### src/rtl/pwm_pkg.sv
package pwm_pkg;

    parameter int RES_W  = 9;   // period counter resolution
    parameter int SRC_W  = 2;   // reference select code width
    parameter int PDIV_W = 2;   // pre-divide code width
    parameter int EXP_W  = 3;   // power-of-two exponent width
    parameter int RAT_W  = 3;   // width of a pre-divide ratio value

    typedef struct packed {
        logic [SRC_W-1:0]  src;
        logic [PDIV_W-1:0] pdiv;
        logic [EXP_W-1:0]  expo;
        logic [RES_W-1:0]  cmp;
        logic              inv;
        logic              en;
    } pwm_cfg_t;

    typedef enum logic [1:0] {
        S_IDLE  = 2'd0,
        S_RUN   = 2'd1,
        S_ARMED = 2'd2
    } ctl_state_e;

    // Non-binary pre-divide set: code -> ratio
    function automatic logic [RAT_W-1:0] pdiv_ratio(input logic [PDIV_W-1:0] code);
        logic [RAT_W-1:0] r;
        unique case (code)
            2'd0:    r = 3'd1;
            2'd1:    r = 3'd3;
            2'd2:    r = 3'd5;
            default: r = 3'd6;
        endcase
        return r;
    endfunction

endpackage

### src/rtl/pwm_tick_chain.sv
// Reference select, odd/even pre-divider and power-of-two stage.
module pwm_tick_chain
    import pwm_pkg::*;
#(
    parameter int NREF = 3
) (
    input  logic              clk,
    input  logic              rst_n,
    input  logic [NREF-1:0]   ref_stb,
    input  logic [SRC_W-1:0]  src_i,
    input  logic [PDIV_W-1:0] pdiv_i,
    input  logic [EXP_W-1:0]  expo_i,
    input  logic              clr_i,
    output logic              step_o,
    output logic              dead_o
);

    localparam int ECNT_W = (1 << EXP_W) - 1;

    logic              ref_tick;
    logic              pre_last;
    logic              pre_tick;
    logic [RAT_W-1:0]  ratio;
    logic [RAT_W-1:0]  pcnt_q;
    logic [ECNT_W-1:0] ecnt_q;
    logic [ECNT_W-1:0] exp_lim;
    logic              exp_last;

    // Source select; a code outside the strobe range selects nothing.
    always_comb begin
        ref_tick = 1'b0;
        dead_o   = 1'b1;
        for (int i = 0; i < NREF; i++) begin
            if (src_i == SRC_W'(i)) begin
                ref_tick = ref_stb[i];
                dead_o   = 1'b0;
            end
        end
    end

    assign ratio    = pdiv_ratio(pdiv_i);
    assign pre_last = (pcnt_q == ratio - RAT_W'(1));
    assign pre_tick = ref_tick && pre_last;
    assign exp_lim  = ECNT_W'((32'd1 << expo_i) - 32'd1);
    assign exp_last = (ecnt_q == exp_lim);
    assign step_o   = pre_tick && exp_last;

    always_ff @(posedge clk) begin
        if (!rst_n || clr_i) begin
            pcnt_q <= '0;
            ecnt_q <= '0;
        end else begin
            if (ref_tick) begin
                pcnt_q <= pre_last ? '0 : pcnt_q + RAT_W'(1);
            end
            if (pre_tick) begin
                ecnt_q <= exp_last ? '0 : ecnt_q + ECNT_W'(1);
            end
        end
    end

    // pre-divide count never reaches the selected ratio
    assert_prediv_bound_R2: assert property (@(posedge clk) disable iff (!rst_n)
        pcnt_q < ratio);

    // exponent count stays within 2^E - 1
    assert_expcnt_bound_R2: assert property (@(posedge clk) disable iff (!rst_n)
        ecnt_q <= exp_lim);

endmodule

### src/rtl/pwm_period_ctr.sv
// Fixed-resolution period counter advanced by the tick chain.
module pwm_period_ctr
    import pwm_pkg::*;
#(
    parameter int W = RES_W
) (
    input  logic         clk,
    input  logic         rst_n,
    input  logic         step_i,
    input  logic         clr_i,
    output logic [W-1:0] cnt_o,
    output logic         wrap_o
);

    localparam logic [W-1:0] CNT_MAX = {W{1'b1}};

    logic [W-1:0] cnt_q;

    always_ff @(posedge clk) begin
        if (!rst_n || clr_i) begin
            cnt_q <= '0;
        end else if (step_i) begin
            cnt_q <= cnt_q + W'(1);
        end
    end

    assign cnt_o  = cnt_q;
    assign wrap_o = step_i && (cnt_q == CNT_MAX);

    // without a tick or clear the count does not move
    assert_hold_without_tick_R5: assert property (@(posedge clk) disable iff (!rst_n)
        (!step_i && !clr_i) |=> $stable(cnt_q));

endmodule

### src/rtl/pwm_cfg_ctrl.sv
// Shadow/live configuration and the commit state machine.
module pwm_cfg_ctrl
    import pwm_pkg::*;
(
    input  logic       clk,
    input  logic       rst_n,
    input  logic       cfg_wr,
    input  pwm_cfg_t   cfg_in,
    input  logic       commit_i,
    input  logic       wrap_i,
    input  logic       dead_i,
    output pwm_cfg_t   live_o,
    output ctl_state_e state_o,
    output logic       xfer_o
);

    ctl_state_e state_q, state_d;
    pwm_cfg_t   shadow_q, shadow_nx, live_q;
    logic       boundary;

    assign shadow_nx = cfg_wr ? cfg_in : shadow_q;
    assign boundary  = wrap_i || dead_i;

    // State register
    always_ff @(posedge clk) begin
        if (!rst_n) begin
            state_q <= S_IDLE;
        end else begin
            state_q <= state_d;
        end
    end

    // Next state and transfer strobe
    always_comb begin
        state_d = state_q;
        xfer_o  = 1'b0;
        unique case (state_q)
            S_IDLE: begin
                if (commit_i) begin                      // IDLE_COMMIT
                    xfer_o  = 1'b1;
                    state_d = shadow_nx.en ? S_RUN : S_IDLE;
                end
            end
            S_RUN: begin
                if (commit_i) begin
                    if (boundary) begin                  // RUN_COMMIT_WRAP / DEAD_CLOCK
                        xfer_o  = 1'b1;
                        state_d = shadow_nx.en ? S_RUN : S_IDLE;
                    end else begin                       // RUN_ARM
                        state_d = S_ARMED;
                    end
                end
            end
            S_ARMED: begin
                if (boundary) begin                      // ARMED_WRAP / DEAD_CLOCK
                    xfer_o  = 1'b1;
                    state_d = shadow_nx.en ? S_RUN : S_IDLE;
                end
            end
            default: state_d = S_IDLE;
        endcase
    end

    // Shadow and live copies
    always_ff @(posedge clk) begin
        if (!rst_n) begin
            shadow_q <= '0;
            live_q   <= '0;
        end else begin
            shadow_q <= shadow_nx;
            if (xfer_o) begin
                live_q <= shadow_nx;
            end
        end
    end

    assign live_o  = live_q;
    assign state_o = state_q;

    // live settings only move on a transfer
    assert_live_only_on_transfer_R7: assert property (@(posedge clk) disable iff (!rst_n)
        !xfer_o |=> $stable(live_q));

    // a pending commit stays pending until a boundary
    assert_armed_waits_R9: assert property (@(posedge clk) disable iff (!rst_n)
        (state_q == S_ARMED && !boundary) |=> state_q == S_ARMED);

endmodule

### src/rtl/prescaled_pwm.sv
module prescaled_pwm
    import pwm_pkg::*;
#(
    parameter int NREF = 3
) (
    input  logic              clk,
    input  logic              rst_n,
    input  logic [NREF-1:0]   ref_stb,
    input  logic              cfg_wr,
    input  logic [SRC_W-1:0]  cfg_src,
    input  logic [PDIV_W-1:0] cfg_pdiv,
    input  logic [EXP_W-1:0]  cfg_exp,
    input  logic [RES_W-1:0]  cfg_cmp,
    input  logic              cfg_inv,
    input  logic              cfg_en,
    input  logic              cfg_commit,
    output logic              pwm_out
);

    pwm_cfg_t   cfg_in, live;
    ctl_state_e state;
    logic       xfer, step, dead, wrap, clr, running;
    logic [RES_W-1:0] cnt;
    logic       pwm_q;

    assign cfg_in = '{src: cfg_src, pdiv: cfg_pdiv, expo: cfg_exp,
                      cmp: cfg_cmp, inv: cfg_inv, en: cfg_en};

    pwm_cfg_ctrl u_ctrl (
        .clk      (clk),
        .rst_n    (rst_n),
        .cfg_wr   (cfg_wr),
        .cfg_in   (cfg_in),
        .commit_i (cfg_commit),
        .wrap_i   (wrap),
        .dead_i   (dead),
        .live_o   (live),
        .state_o  (state),
        .xfer_o   (xfer)
    );

    // Counters are cleared while disabled and on every transfer,
    // so partial pre-divide and exponent counts never carry over.
    assign running = (state != S_IDLE) && live.en;
    assign clr     = xfer || !running;

    pwm_tick_chain #(.NREF(NREF)) u_ticks (
        .clk     (clk),
        .rst_n   (rst_n),
        .ref_stb (ref_stb),
        .src_i   (live.src),
        .pdiv_i  (live.pdiv),
        .expo_i  (live.expo),
        .clr_i   (clr),
        .step_o  (step),
        .dead_o  (dead)
    );

    pwm_period_ctr #(.W(RES_W)) u_period (
        .clk    (clk),
        .rst_n  (rst_n),
        .step_i (step),
        .clr_i  (clr),
        .cnt_o  (cnt),
        .wrap_o (wrap)
    );

    // Registered output: no glitch from compare of changing registers.
    always_ff @(posedge clk) begin
        if (!rst_n) begin
            pwm_q <= 1'b0;
        end else if (!running) begin
            pwm_q <= live.inv;
        end else begin
            pwm_q <= (cnt < live.cmp) ^ live.inv;
        end
    end

    assign pwm_out = pwm_q;

    // a generator disabled for two cycles has its counter at 0
    assert_idle_count_zero_R6: assert property (@(posedge clk) disable iff (!rst_n)
        (state == S_IDLE && $past(state == S_IDLE)) |-> cnt == '0);

    // a wrap while running or armed always consumes a pending commit
    assert_wrap_consumes_commit_R10: assert property (@(posedge clk) disable iff (!rst_n)
        (state == S_ARMED && wrap) |-> xfer);

endmodule

### config.mk
export PLATFORM = sky130hd
export DESIGN_NAME = prescaled_pwm
export DESIGN_NICKNAME = d
export VERILOG_FILES = /design/src/rtl/pwm_pkg.sv /design/src/rtl/pwm_tick_chain.sv /design/src/rtl/pwm_period_ctr.sv /design/src/rtl/pwm_cfg_ctrl.sv /design/src/rtl/prescaled_pwm.sv
export SDC_FILE = /design/constraint.sdc
export NUM_CORES = 1
export LEC_CHECK = 0
export ABC_CLOCK_PERIOD_IN_PS = 7600
export CORE_MARGIN = 4
export CORE_UTILIZATION = 41
export CTS_CLUSTER_DIAMETER = 200
export CTS_CLUSTER_SIZE = 28
export DETAILED_ROUTE_END_ITERATION = 6
export DONT_BUFFER_PORTS = 1
export PLACE_DENSITY = 0.53
export SLEW_MARGIN = 20
export SYNTH_ARGS = -nofsm -noshare
export SYNTH_HDL_FRONTEND = slang
export SYNTH_HIERARCHICAL = 1
export SYNTH_SLANG_ARGS = --single-unit
### constraint.sdc
create_clock -name clk -period 7.6 [get_ports clk]
set_input_delay 0.38 -clock clk [delete_from_list [all_inputs] [get_ports clk]]
set_output_delay 0.38 -clock clk [all_outputs]
set_load 0.05 [all_outputs]
==> tab_implementation.tex, run 1 <==
\begin{tabular}{lr}
\hline
Metric & Value \\
\hline
\multicolumn{2}{l}{\textbf{Clock network}} \\
\quad Worst skew pair latency & 0.33 ns \\
\quad Clock tree from TritonCTS & yes \\
\quad Clk Tree Root Cell & clkbuf\_8 \\
\quad Clock buffers created by TritonCTS & 9 \\
\quad Postcts setup bufs & 0 \\
\quad Hold-fix buffers at CTS & 0 \\
\quad Number of levels the H-tree was split into & 3 \\
\quad Clock sink count & 58 \\
\quad Maximum buffer depth of the clock tree & 2 \\
\quad Number of instances resized during post-cts repair & 0 \\
\quad Clock-pin slew on the worst setup and hold paths & 0.07 ns \\
\multicolumn{2}{l}{\textbf{GRT}} \\
\quad Wire length of the first global-routing pass & 9.07 mm \\
\quad Initial antenna violation count & 0 \\
\quad GRT Util Overall & 13.6\% \\
\quad Number of global-route vias before repair & 1,916 \\
\quad Maximum number of pins on one net before global-route repair & 43 \\
\quad Global route overflow & 0 \\
\multicolumn{2}{l}{\textbf{Worst setup path}} \\
\quad Cell class contributing the biggest share of worst-path delay & simple AND/OR/NAND/NOR gates \\
\quad Number of buffer and inverter stages on the critical path & 1 \\
\quad Element type at the critical path start & flop \\
\quad Source of the worst register-to-register timing path & u\_ctrl/live\_o[11] \\
\quad Crit path required time & 7.81 ns \\
\quad Crit-path slowest cell & nor2\_1 \\
\quad CP Max Fanout & 8 \\
\quad Worst path max stage delay & 0.51 ns \\
\quad Setup slack of the most critical reg-to-reg path & 4.27 ns \\
\quad Launch point of the worst path & u\_ctrl/live\_o[11] \\
\quad Setup Crit Path Kind & flop to flop \\
\quad Arrival time reported for the critical path endpoint & 3.55 ns \\
\quad Kind of end point of the critical path & flop \\
\quad Cells traversed along the worst timing path & or3\_1 > or3\_1 > nand3\_1 > o221ai\_2 > nor2\_1 > and2\_1 > nor3b\_2 > o32a\_1 > inv\_1 > or2\_2 > nand2b\_1 > o21bai\_4 > nor2\_1 \\
\multicolumn{2}{l}{\textbf{Route}} \\
\quad Uppermost routed layer & met4 \\
\quad Per-cell routed wire length & 13.6 um \\
\quad Post-Route WL & 5.36 mm \\
\quad DRC errors left & 0 \\
\quad Routed length on met1 & 2.69 mm \\
\quad Initial DRT Pass Iterations & 4 \\
\quad DRT iter0 DRCs & 56 \\
\quad Via count of the routed design & 1,951 \\
\quad Number of vias per cell & 4.94 \\
\quad Met3 wirelength from detailed routing & 225 um \\
\quad Antenna viol nets, final & 0 \\
\quad Met2 layer wire length in the routed design & 2.34 mm \\
\multicolumn{2}{l}{\textbf{Logic synthesis}} \\
\quad Avg Synthesized Cell Area & 9.90 sq um \\
\quad Number of distinct library cells after synthesis & 49 \\
\quad Ys async rst share & 0\% \\
\quad Proportion of synthesized chip area in sequential cells & 40.0\% \\
\quad Combined area of all synthesized cells & 0.00290 sq mm \\
\quad Seq cells post-synth & 58 \\
\quad Cells after Synth & 293 \\
\quad Most instantiated flip-flop cell in the synthesis netlist & dfxtp\_1 \\
\quad Yosys synthesis warning count & 6 \\
\quad EDFF count, synth & 0 \\
\quad Net count after synthesis & 330 \\
\multicolumn{2}{l}{\textbf{Timing}} \\
\quad Fin crit period & 3.33 ns \\
\quad Setup slack of the critical path after layout & 4.27 ns \\
\quad Final count of hold timing violations & 0 \\
\quad Remaining max-slew budget at the tightest pin & 58.6\% \\
\quad Final setup TNS & 0 ns \\
\quad Number of pins exceeding their max-slew limit in the final report & 0 \\
\quad Slew at the pin with the worst max-slew slack & 0.618 ns \\
\quad Final period utilization & 43.9\% \\
\quad Setup violators final & 0 \\
\quad Worst clock skew on the final layout & 0.00707 ns \\
\quad Maximum clock frequency & 300 MHz \\
\quad Setup repair after global routing missed its margin & no \\
\multicolumn{2}{l}{\textbf{Floorplanning}} \\
\quad Die Area & 0.00848 sq mm \\
\quad Total core area & 0.00683 sq mm \\
\quad Initial cell density of the core & 42.5\% \\
\quad Width of the chip & 92.1 um \\
\quad Number of placement rows & 30 \\
\quad Num ports & 26 \\
\quad Die boundary height & 92.1 um \\
\multicolumn{2}{l}{\textbf{Placed design}} \\
\quad Pre-CTS setup slack & 4.25 ns \\
\quad Count of buffers inserted at the top-level ports & 0 \\
\quad Final GP Congestion & 0.690 \\
\quad Detailed Place HPWL & 3.66 mm \\
\multicolumn{2}{l}{\textbf{Final layout}} \\
\quad Fin util & 46.4\% \\
\quad Most used cells in the layout excluding fill and tap cells & dfxtp\_1 (58), mux2i\_1 (22), and2\_1 (20), nor2b\_1 (19), nor2\_1 (18) \\
\quad Fin nets & 331 \\
\quad Area of combinational cells with multiple inputs & 0.00162 sq mm \\
\quad Area Overhead vs Synth & 9.32\% \\
\quad Share of cells above drive strength 1 & 15.1\% \\
\quad Most common cell after layout, fill and taps aside & dfxtp\_1 \\
\quad Antenna Cells & 0 \\
\quad Filler instances & 677 \\
\quad Seq. cell area & 0.00116 sq mm \\
\multicolumn{2}{l}{\textbf{Pwr}} \\
\quad Sequential share of power & 46.4\% \\
\quad Relative contribution of the clock network to total power & 44.8\% \\
\quad Power density normalized to cell area & 220 mW/mm\^{}2 \\
\quad Total power of the final layout & 0.699 mW \\
\quad Net switching share of the total power & 22.7\% \\
\quad Total internal power & 0.540 mW \\
\quad Peak supply drop & 0.0000936 V \\
\quad P\_leak & 1.25 nW \\
\quad Net switching power of the design & 0.159 mW \\
\quad Fraction of power consumed by combinational cells & 8.7\% \\
\multicolumn{2}{l}{\textbf{Job}} \\
\quad Max-capacitance violation count & 0 \\
\multicolumn{2}{l}{\textbf{Outcome}} \\
\quad Status & complete, no violations \\
\multicolumn{2}{l}{\textbf{Worst hold path}} \\
\quad Path class of the lowest-slack min-delay path & primary input to flop \\
\quad Critical hold path startpoint & rst\_n \\
\hline
\end{tabular}
[worst reg2reg max path, stage by stage, from the launching register on]
cell and delay (ns):
dfxtp_1 0.37, or3_1 0.40, or3_1 0.32, nand3_1 0.10
o221ai_2 0.14, nor2_1 0.51, and2_1 0.27, nor3b_2 0.06
o32a_1 0.40, inv_1 0.08, or2_2 0.10, nand2b_1 0.20
o21bai_4 0.20, nor2_1 0.07
[per-stage QoR]
| stage | area (sq um) | instances | hold slack, ns |
|---|---|---|---|
| floorplan | 2900 | 293 | 0.438 |
| global placement | 2950 | 379 | 0.459 |
| detailed placement | 2950 | 379 | 0.469 |
| CTS | 3170 | 395 | 0.166 |
| global route | 3170 | 395 | 0.178 |
| finish | 3170 | 395 | 0.182 |
[power groups by stage]
stage	clock network, mW	logic, mW	registers (mW)
2_1_floorplan	0	0.0611	0.329
3_3_place_gp	0	0.0608	0.331
3_5_place_dp	0	0.0612	0.331
4_1_cts	0.324	0.0618	0.325
5_1_grt	0.338	0.0685	0.326
6_report	0.313	0.0609	0.325
[layout make-up]
type                            count  area share [%]
Multi-Input combinational cell    212            51.0
Sequential cell                    58            36.6
Clock buffer                       11            4.46
Tap cell                           96            3.79
Clock inverter                      5            2.45
Inverter                           12            1.42
Timing Repair Buffer                1           0.237
[registers in the layout (all words and copies together) (netlist names)]
| signal | flops |
|---|---|
| u_ticks/ecnt_q | 7 |
| u_ctrl/shadow_q | 18 |
| u_ctrl/live_o | 18 |
| pwm_out | 1 |
| u_ctrl/state_o | 2 |
| u_period/cnt_o | 9 |
| u_ticks/pcnt_q | 3 |
[synth_stat cells (all sizes together) (5+ instances only)]
library cell | n | area (sq um)
a21oi | 12 | 63.8
and2 | 20 | 125
buf | 5 | 53.8
clkbuf | 6 | 22.5
dfxtp | 58 | 1160
ha | 12 | 150
inv | 12 | 45.0
mux2 | 18 | 236
mux2i | 22 | 220
nand2 | 14 | 52.6
nand2b | 5 | 31.3
nand3 | 7 | 35.0
nand4 | 6 | 43.8
nor2 | 19 | 73.8
nor2b | 19 | 119
o21ai | 9 | 45.0
or3 | 5 | 31.3
xor2 | 7 | 61.3
[worst paths after layout]
kind	end	cells after the start
worst max-delay path	u_ticks/ecnt_q[0]	13
worst max register to register	u_ticks/ecnt_q[0]	13
worst min register to register	pwm_out	2
worst min-delay path	u_ctrl/state_o[0]	1
[per-layer routing]
| metal | GRT usage, % | vias up |
|---|---|---|
| li1 | - | 1028 |
| met2 | 21.2 | 33 |
| met3 | 3.20 | 8 |
| met4 | 7.05 | 0 |
| met1 | 17.4 | 882 |
| met5 | 0 | - |
[kinds of logic after synthesis]
logic type,after synthesis,share of synthesized area (%)
XOR/XNOR,11,3.32
adder cells (fa/ha/maj),12,5.18
AO/OA/AOI/OAI,36,9.49
multiplexers,40,15.7
buffers and inverters,23,4.18
flip-flops,58,40.0
AND/OR/NAND/NOR,113,22.0
No activity file was read; power rests on OpenSTA's default activity.
==> run 2, diff against run 1 <==
ABC_CLOCK_PERIOD_IN_PS = 3200   (was 7600)
clock period = 3.2 ns   (was 7.6 ns; I/O delays follow)
==> run 2 against run 1 <==
  * Design area up 0.39%
  * Largest cell class unchanged
  * Maximum frequency is 21% higher
  * Total power rose by 130%
  * Highest routed layer unchanged
  * Worst setup slack worse by 3.8 ns
  * Wire length up 2.2%
  * Core utilization increased by 0.18 points
  * Clock power increased by 120%
  * Sequential share of layout area is 0.14 points lower
  * Critical endpoint is now u_ticks/ecnt_q[3]
  * Die area stayed put
  * Critical path depth unchanged
  * Global-route usage up 0.72 points
  * Final cell count rose by 0.76%
==> tab_implementation.tex, run 2 (synthesis results as in run 1) <==
\begin{tabular}{lr}
\hline
Metric & Value \\
\hline
\multicolumn{2}{l}{\textbf{Outcome}} \\
\quad Status & complete, no violations (unchanged) \\
\multicolumn{2}{l}{\textbf{Route}} \\
\quad Number of vias per cell & 5.03 (was 4.94) \\
\quad Uppermost routed layer & met4 (unchanged) \\
\quad DRT iter0 DRCs & 58 (was 56) \\
\quad Met2 layer wire length in the routed design & 2.41 mm (was 2.34 mm) \\
\quad Per-cell routed wire length & 13.8 um (was 13.6 um) \\
\quad DRC errors left & 0 (unchanged) \\
\quad Routed length on met1 & 2.80 mm (was 2.69 mm) \\
\quad Met3 wirelength from detailed routing & 165 um (was 225 um) \\
\quad Initial DRT Pass Iterations & 4 (unchanged) \\
\quad Post-Route WL & 5.47 mm (was 5.36 mm) \\
\quad Antenna viol nets, final & 0 (unchanged) \\
\quad Via count of the routed design & 2,002 (was 1,951) \\
\multicolumn{2}{l}{\textbf{Worst setup path}} \\
\quad CP Max Fanout & 6 (was 8) \\
\quad Setup slack of the most critical reg-to-reg path & 0.44 ns (was 4.27 ns) \\
\quad Element type at the critical path start & flop (unchanged) \\
\quad Arrival time reported for the critical path endpoint & 3.03 ns (was 3.55 ns) \\
\quad Setup Crit Path Kind & flop to flop (unchanged) \\
\quad Kind of end point of the critical path & flop (unchanged) \\
\quad Crit path required time & 3.47 ns (was 7.81 ns) \\
\multicolumn{2}{l}{\textbf{Floorplanning}} \\
\quad Number of placement rows & 30 (unchanged) \\
\quad Die boundary height & 92.1 um (unchanged) \\
\quad Initial cell density of the core & 42.5\% (unchanged) \\
\quad Die Area & 0.00848 sq mm (unchanged) \\
\quad Num ports & 26 (unchanged) \\
\quad Total core area & 0.00683 sq mm (unchanged) \\
\quad Width of the chip & 92.1 um (unchanged) \\
\multicolumn{2}{l}{\textbf{Timing}} \\
\quad Number of pins exceeding their max-slew limit in the final report & 0 (unchanged) \\
\quad Setup repair after global routing missed its margin & no (unchanged) \\
\quad Worst clock skew on the final layout & 0.00617 ns (was 0.00707 ns) \\
\quad Setup violators final & 0 (unchanged) \\
\quad Remaining max-slew budget at the tightest pin & 54.9\% (was 58.6\%) \\
\quad Fin crit period & 2.76 ns (was 3.33 ns) \\
\quad Slew at the pin with the worst max-slew slack & 0.674 ns (was 0.618 ns) \\
\quad Final count of hold timing violations & 0 (unchanged) \\
\quad Final period utilization & 86.1\% (was 43.9\%) \\
\quad Maximum clock frequency & 363 MHz (was 300 MHz) \\
\quad Setup slack of the critical path after layout & 0.444 ns (was 4.27 ns) \\
\quad Final setup TNS & 0 ns (unchanged) \\
\multicolumn{2}{l}{\textbf{Clock network}} \\
\quad Worst skew pair latency & 0.33 ns (about the same) \\
\quad Clock-pin slew on the worst setup and hold paths & 0.06 ns (was 0.07 ns) \\
\quad Clock tree from TritonCTS & yes (unchanged) \\
\quad Maximum buffer depth of the clock tree & 2 (unchanged) \\
\quad Clk Tree Root Cell & clkbuf\_8 (unchanged) \\
\quad Number of levels the H-tree was split into & 3 (unchanged) \\
\quad Clock sink count & 58 (unchanged) \\
\quad Clock buffers created by TritonCTS & 9 (unchanged) \\
\quad Number of instances resized during post-cts repair & 0 (unchanged) \\
\multicolumn{2}{l}{\textbf{GRT}} \\
\quad GRT Util Overall & 14.3\% (was 13.6\%) \\
\quad Global route overflow & 0 (unchanged) \\
\quad Maximum number of pins on one net before global-route repair & 24 (was 43) \\
\quad Wire length of the first global-routing pass & 9.45 mm (was 9.07 mm) \\
\quad Number of global-route vias before repair & 1,958 (was 1,916) \\
\quad Initial antenna violation count & 0 (unchanged) \\
\multicolumn{2}{l}{\textbf{Final layout}} \\
\quad Share of cells above drive strength 1 & 15.6\% (was 15.1\%) \\
\quad Most common cell after layout, fill and taps aside & dfxtp\_1 (unchanged) \\
\quad Area Overhead vs Synth & 9.75\% (was 9.32\%) \\
\quad Antenna Cells & 0 (unchanged) \\
\quad Post-route cell area & 0.00318 sq mm (was 0.00317 sq mm) \\
\quad Most used cells in the layout excluding fill and tap cells & dfxtp\_1 (58), mux2i\_1 (22), and2\_1 (20), nor2b\_1 (19), nor2\_1 (18) (unchanged) \\
\quad Fin nets & 334 (was 331) \\
\quad Fin util & 46.6\% (was 46.4\%) \\
\quad Filler instances & 694 (was 677) \\
\multicolumn{2}{l}{\textbf{Pwr}} \\
\quad Power density normalized to cell area & 506 mW/mm\^{}2 (was 220 mW/mm\^{}2) \\
\quad Peak supply drop & 0.000249 V (was 0.0000936 V) \\
\quad P\_leak & 1.26 nW (was 1.25 nW) \\
\multicolumn{2}{l}{\textbf{Worst hold path}} \\
\quad Path class of the lowest-slack min-delay path & primary input to flop (unchanged) \\
\multicolumn{2}{l}{\textbf{Placed design}} \\
\quad Final GP Congestion & 0.746 (was 0.690) \\
\quad Count of buffers inserted at the top-level ports & 0 (unchanged) \\
\quad Pre-CTS setup slack & 0.457 ns (was 4.25 ns) \\
\quad Post-place instance area & 0.00296 sq mm (was 0.00295 sq mm) \\
\quad Detailed Place HPWL & 3.79 mm (was 3.66 mm) \\
\multicolumn{2}{l}{\textbf{Job}} \\
\quad Max-capacitance violation count & 0 (unchanged) \\
\hline
\end{tabular}
==> run 2: changes by cell type in the layout (fill, tap and decap cells not counted), sizes merged <==
| cell | delta |
|---|---|
| dlygate4sd3 | +2 |
| buf | +1 |
| clkinv | +1 |
| bufinv | -1 |
==> run 2: final timing paths <==
kind,from,to,depth (start not counted)
setup reg to reg,u_ticks/pcnt_q[0],u_ticks/ecnt_q[3],13
hold reg to reg,u_ctrl/live_o[1],pwm_out,2
setup / recovery,u_ticks/pcnt_q[0],u_ticks/ecnt_q[3],13
hold / removal,rst_n,u_ctrl/shadow_q[14],1
==> run 2: through the flow <==
step | hold slack (ns) | instances | total power [mW]
finish | 0.0236 | 398 | 1.61
global route | 0.0102 | 398 | 1.69
floorplan | 0.306 | 293 | 0.926
detailed placement | 0.295 | 380 | 0.937
CTS | 0.00121 | 398 | 1.63
global placement | 0.301 | 380 | 0.934
==> run 2: power breakdown <==
| part | switching [mW] | internal (mW) | total, mW |
|---|---|---|---|
| Clock | 0.288 | 0.397 | 0.686 |
| Combinational | 0.0747 | 0.0786 | 0.153 |
| Sequential | 0.0197 | 0.752 | 0.772 |
| Total | 0.382 | 1.23 | 1.61 |
==> run 2: layout make-up <==
class / instances / area (sq um) / share of cell area, %
Multi-Input combinational cell: 212 / 1620 / 50.8
Sequential cell: 58 / 1160 / 36.5
Clock buffer: 11 / 151 / 4.76
Tap cell: 96 / 120 / 3.77
Clock inverter: 5 / 52.6 / 1.65
Inverter: 12 / 45.0 / 1.42
Timing Repair Buffer: 4 / 35.0 / 1.10
==> run 2: timing repair <==
| item | 4_1_cts | 5_1_grt |
|---|---|---|
| hold buffers | 2 | 0 |
| setup endpoints to repair | 0 | 0 |
| endpoints found under the hold margin | 20 | 0 |
| setup buffers | 0 | 0 |
==> run 2: worst max-delay path, stage by stage (launching register included) <==
cell and delay (ns):
dfxtp_1 0.42, xnor2_1 0.12, a311oi_2 0.35, a21oi_2 0.10, nand2b_1 0.17, nor2_1 0.09
and2_1 0.17, nor2_1 0.19, o32a_1 0.19, inv_1 0.04, or2_2 0.28, nand2b_1 0.21
o21bai_4 0.24, nor2_1 0.11
==> run 2: metal layers <==
layer / up-vias / track usage (%)
met4: 0 / 7.80
met2: 26 / 20.9
met3: 10 / 3.61
met1: 932 / 19.2
li1: 1034 / -
met5: - / 0
